[config.mk]
export PLATFORM = sky130hd
export DESIGN_NAME = smatch_top
export DESIGN_NICKNAME = d
export VERILOG_FILES = /design/src/rtl/smatch_pkg.sv /design/src/rtl/smatch_decode.sv /design/src/rtl/smatch_tap.sv /design/src/rtl/smatch_lane.sv /design/src/rtl/smatch_top.sv
export SDC_FILE = /design/constraint.sdc
export NUM_CORES = 1
export LEC_CHECK = 0
export ABC_AREA = 1
export BUFFER_PORTS_ARGS = -buffer_cell sky130_fd_sc_hd__buf_4
export CAP_MARGIN = 20
export CORE_UTILIZATION = 50
export DETAILED_ROUTE_END_ITERATION = 10
export HOLD_SLACK_MARGIN = 0.06
export PLACE_DENSITY = 0.66
export SETUP_SLACK_MARGIN = 0.4
export SLEW_MARGIN = 5
export SYNTH_ARGS = -nofsm -noshare
export SYNTH_HDL_FRONTEND = slang
export SYNTH_HIERARCHICAL = 1
export SYNTH_SLANG_ARGS = --single-unit
[constraint.sdc]
create_clock -name clk -period 2.3 [get_ports clk]
set_input_delay 0.23 -clock clk [delete_from_list [all_inputs] [get_ports clk]]
set_output_delay 0.23 -clock clk [all_outputs]
set_load 0.01 [all_outputs]
[src/rtl/smatch_pkg.sv]
package smatch_pkg;
  localparam int CHAR_W     = 8;
  localparam int NCHAR      = 1 << CHAR_W;
  localparam int MAX_LEN    = 16;
  localparam int CHUNK      = 4;
  localparam int NPAT       = 6;
  localparam int NLANE      = 2;
  localparam int NPRE       = 1;

  typedef logic [MAX_LEN*CHAR_W-1:0] str_t;
  typedef logic [NCHAR-1:0]          line_t;

  // Patterns are right-aligned: the last character sits in the low byte.
  localparam str_t PAT_STR [NPAT] = '{
    str_t'("/cgi-win"), str_t'("/cgi-bin"), str_t'("/scripts"),
    str_t'("/unsafe.cgi"), str_t'("/insecure.cgi"), str_t'("safe.cgi")};
  localparam int PAT_LEN  [NPAT] = '{8, 8, 8, 11, 13, 8};
  localparam int PAT_LANE [NPAT] = '{0, 0, 0, 1, 1, 1};
  localparam int PAT_PRE  [NPAT] = '{0, 0, -1, -1, -1, -1};

  localparam str_t PRE_STR  [NPRE] = '{str_t'("/cgi-")};
  localparam int   PRE_LEN  [NPRE] = '{5};
  localparam int   PRE_LANE [NPRE] = '{0};

  function automatic logic [CHAR_W-1:0] str_char(str_t s, int len, int i);
    return s[(len-1-i)*CHAR_W +: CHAR_W];
  endfunction

  function automatic logic [CHAR_W-1:0] pat_char(int p, int i);
    return str_char(PAT_STR[p], PAT_LEN[p], i);
  endfunction

  function automatic line_t lane_mask(int lane);
    line_t m;
    m = '0;
    for (int p = 0; p < NPAT; p++)
      if (PAT_LANE[p] == lane)
        for (int i = 0; i < MAX_LEN; i++)
          if (i < PAT_LEN[p]) m[pat_char(p, i)] = 1'b1;
    return m;
  endfunction

  function automatic line_t used_mask();
    line_t m;
    m = '0;
    for (int l = 0; l < NLANE; l++) m |= lane_mask(l);
    return m;
  endfunction

  function automatic int lane_depth(int lane);
    int d;
    d = 3;
    for (int p = 0; p < NPAT; p++)
      if (PAT_LANE[p] == lane && PAT_LEN[p] > d) d = PAT_LEN[p];
    return d;
  endfunction

  function automatic int pre_len(int p);
    return (PAT_PRE[p] < 0) ? 0 : PRE_LEN[PAT_PRE[p]];
  endfunction

  function automatic int term_count(int p);
    return PAT_LEN[p] - pre_len(p) + ((PAT_PRE[p] < 0) ? 0 : 1);
  endfunction

  function automatic int min_len();
    int m;
    m = MAX_LEN;
    for (int p = 0; p < NPAT; p++) if (PAT_LEN[p] < m) m = PAT_LEN[p];
    return m;
  endfunction
endpackage

[src/rtl/smatch_decode.sv]
module smatch_decode
  import smatch_pkg::*;
#(
  parameter line_t MASK = '1
) (
  input  logic              clk,
  input  logic              rst_n,
  input  logic              in_vld,
  input  logic [CHAR_W-1:0] in_byte,
  output line_t             dec_line,
  output logic              dec_vld
);
  line_t line_d;

  always_comb begin
    line_d = '0;
    for (int c = 0; c < NCHAR; c++)
      if (MASK[c]) line_d[c] = in_vld && (in_byte == CHAR_W'(c));
  end

  always_ff @(posedge clk or negedge rst_n) begin
    if (!rst_n) begin
      dec_line <= '0;
      dec_vld  <= 1'b0;
    end else begin
      dec_line <= line_d;
      dec_vld  <= in_vld;
    end
  end
endmodule

[src/rtl/smatch_tap.sv]
module smatch_tap #(
  parameter int DEPTH = 8
) (
  input  logic             clk,
  input  logic             rst_n,
  input  logic             en,
  input  logic             d,
  output logic [DEPTH-1:0] taps
);
  logic [DEPTH-1:1] sr_q, sr_d;

  always_comb begin
    sr_d = sr_q;
    if (en) sr_d = {sr_q[DEPTH-2:1], d};
  end

  always_ff @(posedge clk or negedge rst_n) begin
    if (!rst_n) sr_q <= '0;
    else        sr_q <= sr_d;
  end

  assign taps = {sr_q, d};
endmodule

[src/rtl/smatch_lane.sv]
module smatch_lane
  import smatch_pkg::*;
#(
  parameter int LANE = 0
) (
  input  logic            clk,
  input  logic            rst_n,
  input  line_t           dec_line,
  input  logic            dec_vld,
  output logic [NPAT-1:0] hit
);
  localparam line_t MASK  = lane_mask(LANE);
  localparam int    DEPTH = lane_depth(LANE);

  logic [DEPTH-1:0] tap     [NCHAR];
  logic [DEPTH-1:0] pre_tap [NPRE];

  for (genvar c = 0; c < NCHAR; c++) begin : g_chr
    if (MASK[c]) begin : g_on
      smatch_tap #(.DEPTH(DEPTH)) u_tap (
        .clk(clk), .rst_n(rst_n), .en(dec_vld), .d(dec_line[c]), .taps(tap[c]));
    end else begin : g_off
      assign tap[c] = '0;
    end
  end

  for (genvar q = 0; q < NPRE; q++) begin : g_pre
    if (PRE_LANE[q] == LANE) begin : g_on
      logic pre_hit;
      always_comb begin
        pre_hit = dec_vld;
        for (int i = 0; i < MAX_LEN; i++)
          if (i < PRE_LEN[q])
            pre_hit &= tap[str_char(PRE_STR[q], PRE_LEN[q], i)][PRE_LEN[q]-1-i];
      end
      smatch_tap #(.DEPTH(DEPTH)) u_ptap (
        .clk(clk), .rst_n(rst_n), .en(dec_vld), .d(pre_hit), .taps(pre_tap[q]));
    end else begin : g_off
      assign pre_tap[q] = '0;
    end
  end

  for (genvar p = 0; p < NPAT; p++) begin : g_pat
    if (PAT_LANE[p] == LANE) begin : g_on
      localparam int PL  = pre_len(p);
      localparam int OFF = (PL > 0) ? 1 : 0;
      localparam int PQ  = (PAT_PRE[p] < 0) ? 0 : PAT_PRE[p];
      localparam int NT  = term_count(p);
      localparam int NCH = (NT + CHUNK - 1) / CHUNK;

      logic [NCH*CHUNK-1:0] term;
      logic [NCH-1:0]       chunk_d, chunk_q;

      always_comb begin
        term = '1;
        if (PL > 0) term[0] = pre_tap[PQ][PAT_LEN[p]-PL];
        for (int i = 0; i < MAX_LEN; i++)
          if (i >= PL && i < PAT_LEN[p])
            term[i-PL+OFF] = tap[pat_char(p, i)][PAT_LEN[p]-1-i];
      end

      always_comb begin
        for (int k = 0; k < NCH; k++)
          chunk_d[k] = dec_vld & (&term[k*CHUNK +: CHUNK]);
      end

      always_ff @(posedge clk or negedge rst_n) begin
        if (!rst_n) chunk_q <= '0;
        else        chunk_q <= chunk_d;
      end

      assign hit[p] = &chunk_q;
    end else begin : g_off
      assign hit[p] = 1'b0;
    end
  end

  logic unused_fold;
  always_comb begin
    unused_fold = ^(dec_line & ~MASK);
    for (int c = 0; c < NCHAR; c++) unused_fold ^= ^tap[c];
    for (int q = 0; q < NPRE; q++)  unused_fold ^= ^pre_tap[q];
  end
endmodule

[src/rtl/smatch_top.sv]
module smatch_top
  import smatch_pkg::*;
(
  input  logic              clk,
  input  logic              rst_n,
  input  logic              byte_vld,
  input  logic [CHAR_W-1:0] byte_in,
  output logic [NPAT-1:0]   match
);
  line_t           dec_line;
  logic            dec_vld;
  logic [NPAT-1:0] lane_hit [NLANE];

  smatch_decode #(.MASK(used_mask())) u_dec (
    .clk(clk), .rst_n(rst_n), .in_vld(byte_vld), .in_byte(byte_in),
    .dec_line(dec_line), .dec_vld(dec_vld));

  for (genvar l = 0; l < NLANE; l++) begin : g_lane
    smatch_lane #(.LANE(l)) u_lane (
      .clk(clk), .rst_n(rst_n), .dec_line(dec_line), .dec_vld(dec_vld),
      .hit(lane_hit[l]));
  end

  always_comb begin
    match = '0;
    for (int l = 0; l < NLANE; l++) match |= lane_hit[l];
  end
endmodule

## Word-level counts from Yosys, hierarchy flattened

Cells that the tools add are included.

- Output and inout port bits: 6
- Input bits: 11
- Logic and storage cells: 100
- Flip-flop bits (word level): 154

- Bitwise gates (word level): 19
- Reductions and logical operators: 33
- Equal/unequal tests: 17

Operators by type and width:

| kind | count |
|---|---|
| $eq A8 B7 Y1 const B | 14 |
| $reduce_and A4 Y1 | 12 |
| $eq A8 B6 Y1 const B | 3 |
| $and A1 B1 Y1 | 18 |
| $logic_and A1 B1 Y1 | 17 |
| $or A3 B6 Y6 | 1 |
| $reduce_and A3 Y1 | 2 |
| $reduce_and A2 Y1 | 2 |

## Longest topological paths before layout

Gate-level depths: netlist (run 1).

- Word-level depth: 5
- Depth in mapped cells: 7
- Gate-level depth less buffers: 6

## Hierarchy

The synthesis (run 1) kept the hierarchy.

By module, submodules not included:

| module | cells an instance | area an instance (µm²) | instances |
|---|---|---|---|
| smatch_tap at g_lane[1].u_lane.g_chr[101].g_on.u_tap ... | 52 | 465.4 | 12 |
| smatch_tap at g_lane[0].u_lane.g_chr[103].g_on.u_tap ... | 31 | 276.5 | 13 |
| smatch_decode | 316 | 2,489.9 | 1 |
| smatch_lane at g_lane[1].u_lane | 41 | 371.6 | 1 |
| smatch_lane at g_lane[0].u_lane | 30 | 224.0 | 1 |
| smatch_top | 18 | 67.6 | 1 |

## Worst setup path before layout (run 1)

Ideal clock, no wire load.

- Path kind: reg2reg
- From: register u_dec.dec_vld
- To: register, netlist name g_lane[1].u_lane/g_chr[101].g_on.u_tap/sr_q[10]
- Library setup time: 65 ps
- Stages on the path, launching flop included: 4
- Path slack: 90 ps
- Arrival: 2,145 ps
- Clock period less this slack: 2,210 ps
- Path through: dfrtp_1 > buf_4 > nand2_1 > nand2_1

RTL lines:

| what | line | RTL |
|---|---|---|
| start, declared | smatch_decode.sv:11 | `output logic dec_vld` |
| start signal, assigned | smatch_decode.sv:27 | `dec_vld <= in_vld;` |

==> metrics.md, run 1 <==
| Metric | Value |
|---|---|
| Status | `finished, final reports clean` |
| Vias post-DR | `approximately 4000` |
| Area of the multi-input gates | `1800 um2` |
| WP depth | `4` |
| Fin. Hold Viols | `0` |
| Setup WS pre-CTS | `0.813 ns` |
| GPL Wtd Cong | `approximately 0.82` |
| I/O Buffers | `16` |
| Crit path required time | `about 2.6 ns` |
| Critical Path End Type | `register` |
| Most frequent cells in the layout | `nand2_1, dfrtp_1, nor2_1` |
| CTS tree | `built` |
| Detailed Routing Iterations Pass 1 | `5` |
| Vias in the first global route | `roughly 3900` |
| Max_slew headroom | `between 60 and 70%` |
| CP arrival | `approximately 1.8 ns` |
| Met1 Usage GRT | `~23%` |
| Mapped Cells | `approximately 720` |
| Fillers | `around 1100` |
| Crit path from | `u_dec/dec_vld` |
| Worst r2r path cells | `4` |
| FF-to-FF End | `g_lane[1].u_lane/g_chr[99].g_on.u_tap/sr_q[3]` |
| Max cap viols | `0` |
| Share of layout cells above drive strength 1 | `11.4%` |
| Total GRT Usage | `between 15 and 20%` |
| CP max stage delay | `around 0.8 ns` |
| Initial antenna violation count | `0` |
| Syn Area/Cell | `between 8 and 9 um2` |
| Residual DRC | `0` |
| Final Max Tran Viols | `0` |
| Layout Cell Area excl Fill | `6910 um2` |
| Die height | `between 100 and 150 um` |
| Grt total ovfl | `0` |
| Crit-path leading delay family | `flip-flops` |
| Setup violations, final | `0` |
| CTS H-Tree Depth | `4` |
| Grt met2 use | `28.2%` |
| Critical path cell sequence | `buf_12, inv_2, nand2_1, nand2_1` |
| Min-delay worst type | `input port to register` |
| Worst IR Drop VDD | `0.000667 V` |
| Clk root buf | `clkbuf_16` |
| Setup TNS | `0 ns` |
| Pleak | `approximately 3.9 nW` |
| Starting Density | `about half` |
| Gr busiest metal | `met2` |
| Placed Area | `~6300 um2` |
| Max Root-Sink Buffers | `2` |
| Clock skew | `approximately 0.0069 ns` |
| Cell Area, Synth | `approximately 6300 um2` |
| Cell row count | `40` |
| PostCTS Resize Cnt | `0` |
| Area grow syn2layout | `10.0%` |
| Commonest non-fill, non-tap cell in the layout | `nand2_1` |
| Largest net degree at the start of global routing | `66` |
| Tcrit/Tclk final | `about 66%` |
| Reg-to-reg slack, setup | `between 0.7 and 0.8 ns` |
| Worst skew pair latency | `~0.42 ns` |
| WL/cell | `roughly 11 um` |
| Post-Route Utilization | `around 57%` |
| Slew @ Worst Pin | `0.599 ns` |
| CTS sink cnt | `~150` |
| Die width | `around 110 um` |
| Initial DRC count | `188` |
| Final setup margin | `~0.8 ns` |
| Via density per instance | `between 4 and 5` |
| Min Tclk post-route | `~1.5 ns` |
| I/O pin count | `17` |
| Top cell by count, worst path | `nand2_1` |
| Reg area | `3860 um2` |
| CP Max Fanout | `56` |
| Met3 Use GR | `around 4.4%` |
| Clock-pin slew on the worst setup and hold paths | `roughly 0.06 ns` |
| First-pass GRT wire length | `~18000 um` |
| Fmax | `roughly 660 MHz` |
| Worst r2r src | `u_dec/dec_vld` |
| YS warnings | `6` |
| End of the critical path | `g_lane[1].u_lane/g_chr[99].g_on.u_tap/sr_q[3]` |
| Kind of critical path | `register to register` |
| Power per cell area | `835 nW/um2` |
| Crit start category | `register` |
| Core area | `12100 um2` |
| Max stage delay cell, worst path | `dfrtp_4` |
| WP buf/inv | `2` |
| Diodes inserted | `0` |
| Post-route antenna net violation count | `0` |
| Dpl hpwl | `approximately 6400 um` |
| Final net count | `730` |
| Cts bufs inserted | `17` |
| Die area | `13000 um2` |
| Final WL | `a little under 10000 um` |
| RSZ-0062 raised after global routing | `false` |
[sequential cells by signal, indices dropped and copies added (netlist names)]
register / count
u_dec/dec_line: 17
g_lane.u_lane/g_chr.g_on.u_tap/sr_q: 120
g_lane.u_lane/g_pat.g_on.chunk_q: 13
u_dec/dec_vld: 1
g_lane.u_lane/g_pre.g_on.u_ptap/sr_q: 3
[how the worst min path moves through the flow]
stage | end | slack (ns) | from | cells after the start
3_5_place_dp | g_lane[1].u_lane/g_chr[99].g_on.u_tap/sr_q[3] | 0.26 | rst_n | 1
5_1_grt | u_dec/dec_line[102] | 0.09 | byte_in[0] | 4
2_1_floorplan | g_lane[0].u_lane/g_chr[103].g_on.u_tap/sr_q[1] | -0.07 | rst_n | 0
3_3_place_gp | g_lane[1].u_lane/g_chr[99].g_on.u_tap/sr_q[3] | 0.26 | rst_n | 1
6_report | u_dec/dec_line[102] | 0.09 | byte_in[0] | 4
4_1_cts | u_dec/dec_line[102] | 0.07 | byte_in[0] | 4
[stage by stage]
step	hold slack, ns	total power, mW	std cells
after floorplan	-0.0656	2.93	723
after global placement	0.256	2.98	866
after detailed placement	0.263	2.98	866
after CTS	0.0700	5.84	899
after global routing	0.0917	5.99	899
final	0.0889	5.78	899
[timing repair]
action	CTS	global route
hold buffers	2	0
hold endpoints to repair	62	0
setup buffers	0	0
[cell type report]
cell class	count	area share (%)
Clock buffer	24	7.26
Clock inverter	7	1.63
Inverter	54	2.93
Multi-Input combinational cell	468	26.1
Sequential cell	154	55.8
Tap cell	168	3.04
Timing Repair Buffer	24	3.28
[power by group]
part	switching, mW	total [mW]	internal, mW	leakage [nW]
logic	0.141	0.195	0.0543	1.46
registers	0.0183	2.74	2.72	2.15
clock network	1.01	2.84	1.84	0.302
[worst register-to-register path, cell delays in order, from the launching register on]
cell and delay [ns]:
dfrtp_4 0.78, buf_12 0.33, inv_2 0.14, nand2_1 0.09, nand2_1 0.07
[metal layers]
| layer | up-vias | part of all wire (%) |
|---|---|---|
| met2 | 56 | 48 |
| met3 | 14 | 3.2 |
| met1 | 1882 | 48 |
| li1 | 2094 | - |
| met4 | 0 | 1.4 |
| met5 | - | 0 |
No activity file was read; power rests on OpenSTA's default activity.
==> run 2, diff against run 1 <==
- PLACE_DENSITY: 0.66 -> 0.64
- clock period: 2.3 -> 1.5 ns (I/O delays scaled with it)
==> metrics.md, run 2 (synthesis gave the netlist of run 1 again) <==
| Metric | Value |
|---|---|
| Kind of critical path | `register to register` |
| Max cap viols | `0 (unchanged)` |
| Power per cell area | `990 nW/um2 (+18%)` |
| Layout Cell Area excl Fill | `9330 um2 (+35%)` |
| Max Root-Sink Buffers | `2 (unchanged)` |
| Flip-flop count of the largest register after layout | `120 (unchanged)` |
| Worst Hold Launch | `byte_in[5]` |
| Biggest register | `g_lane.u_lane/g_chr.g_on.u_tap/sr_q` |
| Clock-pin slew on the worst setup and hold paths | `0.06 ns (about the same)` |
| Worst IR Drop VDD | `0.000905 V (+36%)` |
| Vias post-DR | `4864 (+20%)` |
| Int Pwr | `7.10 mW (+54%)` |
| Final setup margin | `0.137 ns (-0.640 ns)` |
| Switching part of the total | `23.1% (+3.0 points)` |
| Crit path from | `u_dec/dec_vld` |
| Share of layout cells above drive strength 1 | `44.7% (+33 points)` |
| Most frequent cells in the layout | `nand2_1, dfrtp_1, nand2_2` |
| Sequential fraction of design power | `45.3% (-2.1 points)` |
| Pleak | `5.24 nW (+34%)` |
| Min-delay worst type | `input port to register` |
| Critical Path End Type | `register` |
| I/O Buffers | `16 (unchanged)` |
| Initial DRC count | `288 (+53%)` |
| Die width | `114 um (unchanged)` |
| Final Max Tran Viols | `0 (unchanged)` |
| CTS sink cnt | `154 (unchanged)` |
| Met3 Use GR | `6.19% (+1.7 points)` |
| Status | `finished, final reports clean` |
| Reg-to-reg slack, setup | `0.14 ns (-0.64 ns)` |
| Residual DRC | `0 (unchanged)` |
| Met1 Usage GRT | `27.2% (+4.5 points)` |
| Area grow syn2layout | `48.5%` |
| Clock network fraction of total power | `44.8% (-4.4 points)` |
| Final net count | `788 (+7.9%)` |
| Setup WS pre-CTS | `0.304 ns (-0.509 ns)` |
| Crit start category | `register` |
| Placed Area | `6310 um2 (+0.56%)` |
| First-pass GRT wire length | `22600 um (+27%)` |
| Crit path required time | `1.86 ns (-0.73 ns)` |
| CP Max Fanout | `7 (-88%)` |
| WL/cell | `17.2 um (+59%)` |
| Setup violations, final | `0 (unchanged)` |
| Grt total ovfl | `0 (unchanged)` |
| Clock skew | `0.00967 ns (+0.00278 ns)` |
| Clk root buf | `clkbuf_16` |
| Switch Pwr | `2.13 mW (+83%)` |
| Comb power frac | `9.9% (+6.5 points)` |
| Fillers | `714 (-32%)` |
| Cts bufs inserted | `17 (unchanged)` |
| Grt met2 use | `39.6% (+11 points)` |
| Vias in the first global route | `4656 (+19%)` |
| Starting Density | `51.9% (unchanged)` |
| Commonest non-fill, non-tap cell in the layout | `nand2_1` |
| Tcrit/Tclk final | `90.9% (+25 points)` |
| Diodes inserted | `0 (unchanged)` |
| Worst skew pair latency | `0.43 ns (about the same)` |
| CTS H-Tree Depth | `4 (unchanged)` |
| Fin. Hold Viols | `0 (unchanged)` |
| Core area | `12100 um2 (unchanged)` |
| Setup TNS | `0 ns (unchanged)` |
| RSZ-0062 raised after global routing | `true` |
| Die height | `114 um (unchanged)` |
| Post-route antenna net violation count | `0 (unchanged)` |
| CTS tree | `built` |
| Regs by FF count | `g_lane.u_lane/g_chr.g_on.u_tap/sr_q: 120 flops, u_dec/dec_line: 17 flops, g_lane.u_lane/g_pat.g_on.chunk_q: 13 flops` |
| Via density per instance | `5.08 (+13%)` |
| Dpl hpwl | `6360 um (-0.16%)` |
| Cell row count | `40 (unchanged)` |
| Initial antenna violation count | `0 (unchanged)` |
| CP arrival | `1.72 ns (-0.10 ns)` |
| Detailed Routing Iterations Pass 1 | `4 (-1)` |
| Worst r2r src | `u_dec/dec_vld` |
| Fmax | `734 MHz (+12%)` |
| Gr busiest metal | `met2` |
| Min Tclk post-route | `1.36 ns (-0.160 ns)` |
| Tot Pwr | `9.24 mW (+60%)` |
| Die area | `13000 um2 (unchanged)` |
| Total GRT Usage | `23.3% (+5.6 points)` |
| I/O pin count | `17 (unchanged)` |
| GPL Wtd Cong | `0.778 (-5.5%)` |
| Largest net degree at the start of global routing | `50 (-24%)` |
| Final WL | `16400 um (+69%)` |
## run 2: changes by cell type in the layout (fill, tap and decap cells not counted), moves of 5 or more
cell | before | now
nand2_1 | 409 | 198
inv_2 | 24 | 5
buf_16 | 0 | 22
buf_12 | 3 | 16
nor2_1 | 33 | 28
clkbuf_16 | 17 | 22
nand2_2 | 2 | 136
clkinv_8 | 0 | 22
buf_6 | 1 | 12
dlygate4sd3_1 | 2 | 9
buf_4 | 18 | 9
nand2_4 | 0 | 76
## run 2: stage by stage
stage               hold WS [ns]  instances  util, %
global placement          0.0910        866     52.1
global route               0.114        957     77.0
CTS                       0.0936        942     66.0
finish                     0.108        957     77.0
detailed placement        0.0918        866     52.1
floorplan                 -0.146        723        -
## run 2: final cells by class
type | instances | area (um2) | share of cell area, %
Sequential cell | 154 | 3860 | 41.3
Clock buffer | 22 | 464 | 4.98
Tap cell | 168 | 210 | 2.25
Timing Repair inverter | 5 | 76.3 | 0.818
Inverter | 54 | 454 | 4.87
Clock inverter | 9 | 97.6 | 1.05
Multi-Input combinational cell | 468 | 2770 | 29.6
Timing Repair Buffer | 77 | 1400 | 15.0
## run 2: critical path, stage by stage, from the launching register on
cell and delay (ns):
dfrtp_4 0.50, buf_6 0.14, buf_8 0.12, buf_12 0.14, buf_12 0.15, clkinv_8 0.09, nand2_4 0.06, nand2_2 0.09
## run 2: power by group through the flow
stage / registers [mW] / logic, mW / clock network, mW
global placement: 4.25 / 0.330 / 0
global route: 4.18 / 0.963 / 4.38
detailed placement: 4.25 / 0.336 / 0
CTS: 4.18 / 0.690 / 4.14
floorplan: 4.27 / 0.228 / 0
finish: 4.18 / 0.911 / 4.14
## run 2: timing repair
item | 4_1_cts | 5_1_grt
hold buffers | 9 | 0
cloned | 22 | 11
setup buffers | 14 | 4
pin swaps | 26 | 74
endpoints found under the hold margin | 170 | 0
gates resized for setup | 111 | 329
setup endpoints to repair | 99 | 140
## run 2: metal layers
layer,vias up,wire length [um]
li1,2248,-
met5,-,0
met2,128,8910
met4,0,504
met1,2437,6480
met3,51,540
## run 2: worst paths after layout
| path | end | cells past startpoint |
|---|---|---|
| max | g_lane[0].u_lane/g_chr[47].g_on.u_tap/sr_q[2] | 7 |
| min | u_dec/dec_line[45] | 5 |
| max reg2reg | g_lane[0].u_lane/g_chr[47].g_on.u_tap/sr_q[2] | 7 |
| min reg2reg | g_lane[0].u_lane/g_chr[98].g_on.u_tap/sr_q[1] | 2 |
| max in group asynchronous | g_lane[1].u_lane/g_chr[46].g_on.u_tap/sr_q[1] | 3 |
| min in group asynchronous | g_lane[1].u_lane/g_chr[101].g_on.u_tap/sr_q[4] | 2 |
